[src/rtl/mixmul_pkg.sv]
package mixmul_pkg;

   typedef enum logic [1:0] {
      SGN_SS = 2'd0,
      SGN_UU = 2'd1,
      SGN_SU = 2'd2,
      SGN_US = 2'd3
   } sgn_mode_e;

   function automatic logic first_is_signed(sgn_mode_e m);
      return (m == SGN_SS) || (m == SGN_SU);
   endfunction

   function automatic logic second_is_signed(sgn_mode_e m);
      return (m == SGN_SS) || (m == SGN_US);
   endfunction

endpackage

[src/rtl/mixmul_opext.sv]
module mixmul_opext #(
   parameter int DATA_W   = 16,
   parameter int NARROW_W = 8,
   localparam int EXT_W   = DATA_W + 1
) (
   input  logic [DATA_W-1:0] op,
   input  logic              narrow,
   input  logic              is_signed,
   output logic [EXT_W-1:0]  ext
);

   localparam int PAD_W = DATA_W - NARROW_W;

   logic [DATA_W-1:0] sel;
   logic              top;

   always_comb begin
      if (narrow) begin
         sel = {{PAD_W{is_signed & op[NARROW_W-1]}}, op[NARROW_W-1:0]};
      end else begin
         sel = op;
      end
      top = is_signed & sel[DATA_W-1];
      ext = {top, sel};
   end

endmodule

[src/rtl/mixmul_array.sv]
module mixmul_array #(
   parameter int EXT_W       = 17,
   parameter int ARRAY_STYLE = 0,
   localparam int PROD_W     = 2 * EXT_W
) (
   input  logic [EXT_W-1:0]  x,
   input  logic [EXT_W-1:0]  y,
   output logic [PROD_W-1:0] p
);

   generate
      if (ARRAY_STYLE == 0) begin : g_infer
         logic signed [PROD_W-1:0] xs;
         logic signed [PROD_W-1:0] ys;
         assign xs = {{(PROD_W-EXT_W){x[EXT_W-1]}}, x};
         assign ys = {{(PROD_W-EXT_W){y[EXT_W-1]}}, y};
         assign p  = xs * ys;
      end else begin : g_rows
         logic [PROD_W-1:0] xw;
         logic [PROD_W-1:0] acc [EXT_W+1];
         assign xw     = {{(PROD_W-EXT_W){x[EXT_W-1]}}, x};
         assign acc[0] = '0;
         for (genvar i = 0; i < EXT_W; i++) begin : g_row
            logic [PROD_W-1:0] row;
            assign row = y[i] ? (xw << i) : '0;
            if (i == EXT_W - 1) begin : g_neg
               assign acc[i+1] = acc[i] - row;
            end else begin : g_pos
               assign acc[i+1] = acc[i] + row;
            end
         end
         assign p = acc[EXT_W];
      end
   endgenerate

endmodule

[src/rtl/mixmul_pack.sv]
module mixmul_pack #(
   parameter int DATA_W   = 16,
   parameter int NARROW_W = 8,
   localparam int PROD_W  = 2 * (DATA_W + 1),
   localparam int OUT_W   = 2 * DATA_W
) (
   input  logic [PROD_W-1:0] p,
   input  logic              narrow,
   input  logic              any_signed,
   output logic [OUT_W-1:0]  q
);

   localparam int NP_W  = 2 * NARROW_W;
   localparam int FIL_W = OUT_W - NP_W;

   always_comb begin
      if (narrow) begin
         q = {{FIL_W{any_signed & p[NP_W-1]}}, p[NP_W-1:0]};
      end else begin
         q = p[OUT_W-1:0];
      end
   end

endmodule

[src/rtl/mixmul_top.sv]
module mixmul_top #(
   parameter int DATA_W      = 16,
   parameter int NARROW_W    = 8,
   parameter int ARRAY_STYLE = 0,
   localparam int EXT_W      = DATA_W + 1,
   localparam int PROD_W     = 2 * EXT_W,
   localparam int OUT_W      = 2 * DATA_W
) (
   input  logic              clk,
   input  logic              rst_n,
   input  logic              go,
   input  logic [DATA_W-1:0] opa,
   input  logic [DATA_W-1:0] opb,
   input  logic [1:0]        sgn_mode,
   input  logic              narrow,
   output logic [OUT_W-1:0]  res,
   output logic              res_vld
);
   import mixmul_pkg::*;

   generate
      if (NARROW_W < 1 || NARROW_W >= DATA_W) begin : g_bad_narrow
         $error("mixmul_top: NARROW_W must lie in 1..DATA_W-1");
      end
      if (ARRAY_STYLE != 0 && ARRAY_STYLE != 1) begin : g_bad_style
         $error("mixmul_top: ARRAY_STYLE must be 0 or 1");
      end
   endgenerate

   sgn_mode_e         mode_e;
   logic              a_sgn;
   logic              b_sgn;
   logic [EXT_W-1:0]  a_ext;
   logic [EXT_W-1:0]  b_ext;
   logic [PROD_W-1:0] prod;
   logic [OUT_W-1:0]  packed_q;

   assign mode_e = sgn_mode_e'(sgn_mode);
   assign a_sgn  = first_is_signed(mode_e);
   assign b_sgn  = second_is_signed(mode_e);

   mixmul_opext #(.DATA_W(DATA_W), .NARROW_W(NARROW_W)) u_ext_a (
      .op(opa), .narrow(narrow), .is_signed(a_sgn), .ext(a_ext)
   );

   mixmul_opext #(.DATA_W(DATA_W), .NARROW_W(NARROW_W)) u_ext_b (
      .op(opb), .narrow(narrow), .is_signed(b_sgn), .ext(b_ext)
   );

   mixmul_array #(.EXT_W(EXT_W), .ARRAY_STYLE(ARRAY_STYLE)) u_array (
      .x(a_ext), .y(b_ext), .p(prod)
   );

   mixmul_pack #(.DATA_W(DATA_W), .NARROW_W(NARROW_W)) u_pack (
      .p(prod), .narrow(narrow), .any_signed(a_sgn | b_sgn), .q(packed_q)
   );

   always_ff @(posedge clk or negedge rst_n) begin
      if (!rst_n) begin
         res     <= '0;
         res_vld <= 1'b0;
      end else begin
         res_vld <= go;
         if (go) begin
            res <= packed_q;
         end
      end
   end

endmodule

[config.mk]
export PLATFORM = sky130hd
export DESIGN_NAME = mixmul_top
export DESIGN_NICKNAME = d
export VERILOG_FILES = /design/src/rtl/mixmul_pkg.sv /design/src/rtl/mixmul_opext.sv /design/src/rtl/mixmul_array.sv /design/src/rtl/mixmul_pack.sv /design/src/rtl/mixmul_top.sv
export SDC_FILE = /design/constraint.sdc
export NUM_CORES = 1
export LEC_CHECK = 0
export ABC_AREA = 1
export CORE_ASPECT_RATIO = 0.7
export CORE_MARGIN = 8
export CORE_UTILIZATION = 28
export CTS_CLUSTER_DIAMETER = 150
export CTS_CLUSTER_SIZE = 20
export DETAILED_ROUTE_END_ITERATION = 8
export PLACE_DENSITY = 0.4
export SYNTH_ARGS = -nofsm -noshare
export SYNTH_HDL_FRONTEND = slang
export SYNTH_SLANG_ARGS = --single-unit
[constraint.sdc]
create_clock -name clk -period 0.85 [get_ports clk]
set_input_delay 0.1275 -clock clk [delete_from_list [all_inputs] [get_ports clk]]
set_output_delay 0.1275 -clock clk [all_outputs]
set_load 0.01 [all_outputs]
Word level (Yosys, flattened, before mapping)

Cells that the tools add are included.

Mux-type cells: 3
Eq/ne operators: 2
Bitwise gates (word level): 6
Multiply operators: 1
Reduce and logical (&&, ||, !) cells: 3

Operators by type and width:

| cell                                           | count |
|---|---|
| 17-bit by 17-bit multiplier with 32-bit output | 1 |
| 16-bit two-way mux                             | 2 |
| 32-bit two-way mux                             | 1 |
| 1-bit AND                                      | 5 |
| 2-bit == test (second input constant)          | 2 |
| 2-bit zero test                                | 1 |
| 1-bit logical OR                               | 2 |
| 1-bit OR                                       | 1 |

Bits in registers: 33
Word-level logic and storage cells: 17

Longest topological paths before layout

Word-level depth: 8
Gate-level depth with buffers: 32

Modules after synthesis

Synthesis repeated with hierarchy kept, for this count alone.

Cells, all modules: 1,856
Area, all modules: 13,909.6 µm²

By module, submodules not included:

| module       | seq. area each (µm²) | times used | cells an instance | area an instance (µm²) |
|---|---|---|---|---|
| mixmul_array | 0.0                  | 1          | 1,599             | 11,923.9 |
| mixmul_top   | 825.8                | 1          | 145               | 1,376.3 |
| mixmul_opext | 0.0                  | 2          | 30                | 160.2 |
| mixmul_pack  | 0.0                  | 1          | 52                | 289.0 |

Least setup slack after synthesis

No wires, ideal clock.

Kind: input -> register
From: in sgn_mode[0]
To: reg res[22]
Arrival: 5.781 ns
Path slack: -5.054 ns
Setup time: 0.123 ns
Required time: 0.727 ns
Stages on the path: 27
Cells stage by stage: inv_1 -> ha_1 -> inv_2 -> nand2_2 -> nand2_1 -> o21ai_0 -> inv_1 -> clkbuf_1 -> nand2_1 -> fa_1 -> inv_1 -> fa_1 -> fa_1 -> fa_1 -> fa_1 -> inv_1 -> fa_1 -> inv_1 -> ha_1 -> nand2_1 -> nor2_1 -> nand2_1 -> o21ai_1 -> a21oi_1 -> or2_1 -> nand3_1 -> a21oi_1

Word-level cells in the longest chain between the ends: 7
Elaborated cells on any way between the ends: 15
Classes of those cells: 1 x mul; 2 x eq/ne; 3 x mux; 6 x bitwise; 3 x reduce/logical

RTL lines:

| element                                                                            | RTL line                               | RTL |
|---|---|---|
| start: declaration                                                                 | mixmul_top.sv:14                       | `input logic [1:0] sgn_mode,` |
| 2-bit == test, or another cell as far along                                        | mixmul_pkg.sv:11                       | `return (m == SGN_SS) \|\| (m == SGN_SU);` |
| 1-bit logical OR (on tied branches)                                                | mixmul_pkg.sv:11, mixmul_pkg.sv:15     |  |
| 1-bit AND                                                                          | mixmul_opext.sv:19                     | `sel = {{PAD_W{is_signed & op[NARROW_W-1]}}, op[NARROW_W-1:0]};` |
| 16-bit two-way mux                                                                 | mixmul_opext.sv:18                     | `if (narrow) begin` |
| 1-bit AND / 17-bit by 17-bit multiplier with 32-bit output (equally long branches) | mixmul_opext.sv:23, mixmul_array.sv:17 |  |
| 17-bit by 17-bit multiplier with 32-bit output / 1-bit AND (equally long branches) | mixmul_array.sv:17, mixmul_pack.sv:18  |  |
| 32-bit two-way mux (*)                                                             | mixmul_pack.sv:17                      | `if (narrow) begin` |
| end signal: assignment                                                             | mixmul_top.sv:65                       | `res <= packed_q;` |
| end: declaration                                                                   | mixmul_top.sv:16                       | `output logic [OUT_W-1:0] res,` |

Every way passes the cells marked *; elsewhere a longest branch is shown, timed or not.
A chain may end at the register's enable or synchronous reset.

Worst setup path after layout

From: in sgn_mode[0]
To: reg res[23]

Same word-level chain as after synthesis.

==> metrics.txt <==
mapped cell area=0.0123 mm2; global-route wire length before repair=72300 um; Final WS setup=-5.07 ns; failing checks=negative setup slack; drt total wl=46000 um; Initial Utilization=0.283; Worst Reg-to-Reg Cells=4; Max clock buf depth=2; Rows=64; clock sink count=33; most used cell along the critical path=fa_1; DRC=0; status=finished with violations; worst-path maximum fanout=11; Setup Crit Path Kind=in2reg; synthesized net count=1925; worst hold slack=0.333 ns; fillers=4366; EDFF count, synth=0; 1st-iter DRT viols=637; Multi-input gate area=0.0116 mm2; vias in the first global route=11800; f_max=169 MHz; Num CTS Buffers=5; Max H-tree Level=2; post-synth cell types=44; Ys Warns=0; Area Growth Syn to Fin=52.2%; min cycle time layout=5.92 ns; Worst Path Required=1.02 ns; Synth Instances=1520; gp weighted congestion=0.861; clk root buf=clkbuf_16; Final Skew=0 ns; Detail Placement HPWL=40100 um; PortBufs=70; Remaining Overflow, GRT=0; Mean Syn Cell Area=8.09 um2; MaxCap Viol Count=0; Tcrit/Tclk final=6.96; Yosys reg bits=33; most common cell after layout, fill and taps aside=inv_1; ys flop type=dfrtp_1; Data arrival, critical path=6.09 ns; clock tree from TritonCTS=yes; WL/cell=18.5 um; Storage cell area=826 um2; worst-margin pin slew=0.400 ns; Die ar.=0.0510 mm2; Final Max Tran Viols=0; CP endpoint kind=flop; async set-reset flop share out of synthesis=1.00; slew margin rel.=0.733; antenna fix cells=0; Clock transition at path regs=0.06 ns; slowest CP cell=fa_2; initial antenna violation count=0; register area share after synthesis=0.0672; CP max stage delay=0.61 ns; Die X=266 um; Die Height=191 um; 1st-pass router iterations=5; most frequent cells in the layout=330 x inv_1, 251 x fa_1, 248 x nand2_1, 241 x buf_4, 113 x nor2_1; RSZ-0062 raised after global routing=true; layout cells sized above 1=0.411; Clk Latency, worst-skew pair=0.28 ns; largest net degree at the start of global routing=34; I/O pins=71; core area=0.0435 mm2; DRT antenna net count=0; Via density=4.35; nets=2305; GRT Total Usage=0.186; Final Hold Viols=0; final setup fails=63; worst hold path class=in2async; via count=10800; Critical Path Start Type=input pin
==> kinds of logic after synthesis <==
logic type,after synthesis,share of synthesized area
buffers and inverters,450,0.140
DFF,33,0.0672
xor gates and xnor gates,17,0.0121
adders and majority gates,367,0.546
AOI/OAI and AO/OA,120,0.0585
and+or+nand+nor,533,0.177
==> worst paths after layout <==
kind / slack (ns) / start / endpoint
setup / recovery: -5.07 / sgn_mode[0] / res[23]$_DFFE_PN0P_
hold / removal: 0.33 / rst_n / res_vld$_DFF_PN0_
setup reg to reg: -0.04 / res[28]$_DFFE_PN0P_ / res[28]$_DFFE_PN0P_
hold reg to reg: 0.48 / res[15]$_DFFE_PN0P_ / res[15]$_DFFE_PN0P_
max in group asynchronous: 0.34 / rst_n / res[0]$_DFFE_PN0P_
min in group clk: 0.35 / go / res_vld$_DFF_PN0_
==> timing repair <==
item	in CTS	in global routing
gates cloned	2	1
pin swaps	139	90
setup endpoints to repair	65	65
hold buffers	1	0
setup buffers	82	25
hold endpoints to repair	33	0
resized for setup	460	172
==> cells in the mapped netlist, types with 5 or more instances <==
cell      number  share of area
nand3b_1       6         0.0037
dfrtp_1       33          0.067
o21ai_1        8         0.0033
clkbuf_1      35          0.011
nand3_1       28          0.011
fa_1         282           0.46
xor2_1         9         0.0064
ha_1          85          0.087
xnor2_1        8         0.0057
a21oi_2       13         0.0093
nand2_1      305          0.093
nand4_1       11         0.0056
clkinv_1       9         0.0027
o21bai_1       5         0.0031
nand2_2        7         0.0036
a21oi_1       41          0.017
nor3_1         8         0.0033
inv_1        395           0.12
o21ai_2        5         0.0036
o21ai_0       35          0.014
nor2_1       155          0.047
==> critical path, delay by kind of cell <==
kind / cells / cell delay, ns
AND/OR/NAND/NOR: 7 / 0.93
adder cells (fa/ha/maj): 8 / 3.55
AO/OA/AOI/OAI: 4 / 0.34
buffers and inverters: 11 / 1.13
==> area by class of cell <==
cell class / instances / area share
Inverter: 407 / 0.0835
Tap cell: 594 / 0.0397
Sequential cell: 33 / 0.0441
Clock inverter: 1 / 0.00160
Timing Repair Buffer: 414 / 0.203
Clock buffer: 7 / 0.00762
Timing Repair inverter: 1 / 0.000869
Multi-Input combinational cell: 1038 / 0.619
==> flip-flops by register name (all words and copies together), names as in the netlist <==
name,count
res,32
res_vld,1
==> through the flow <==
step	instances	setup WS [ns]	utilization	cell area [um2]	TNS (ns)
finish	2495	-5.07	0.430	18700	-125.74
global route	2495	-5.26	0.430	18700	-131.71
floorplan	1520	-4.57	-	13200	-111.78
CTS	2483	-5.04	0.417	18100	-127.49
global placement	2393	-6.13	0.375	16300	-154.83
detailed placement	2393	-6.04	0.375	16300	-153.70
==> layer usage <==
layer,vias to the layer above,part of all wire,GRT usage
met5,-,0,0
met4,0,0.0043,0.0153
met3,12,0.053,0.0384
met2,201,0.40,0.260
met1,5428,0.54,0.298
li1,5202,-,-
Power is not shown: default switching activity piles up to over one toggle a cycle in this logic, so the estimate is an artifact.
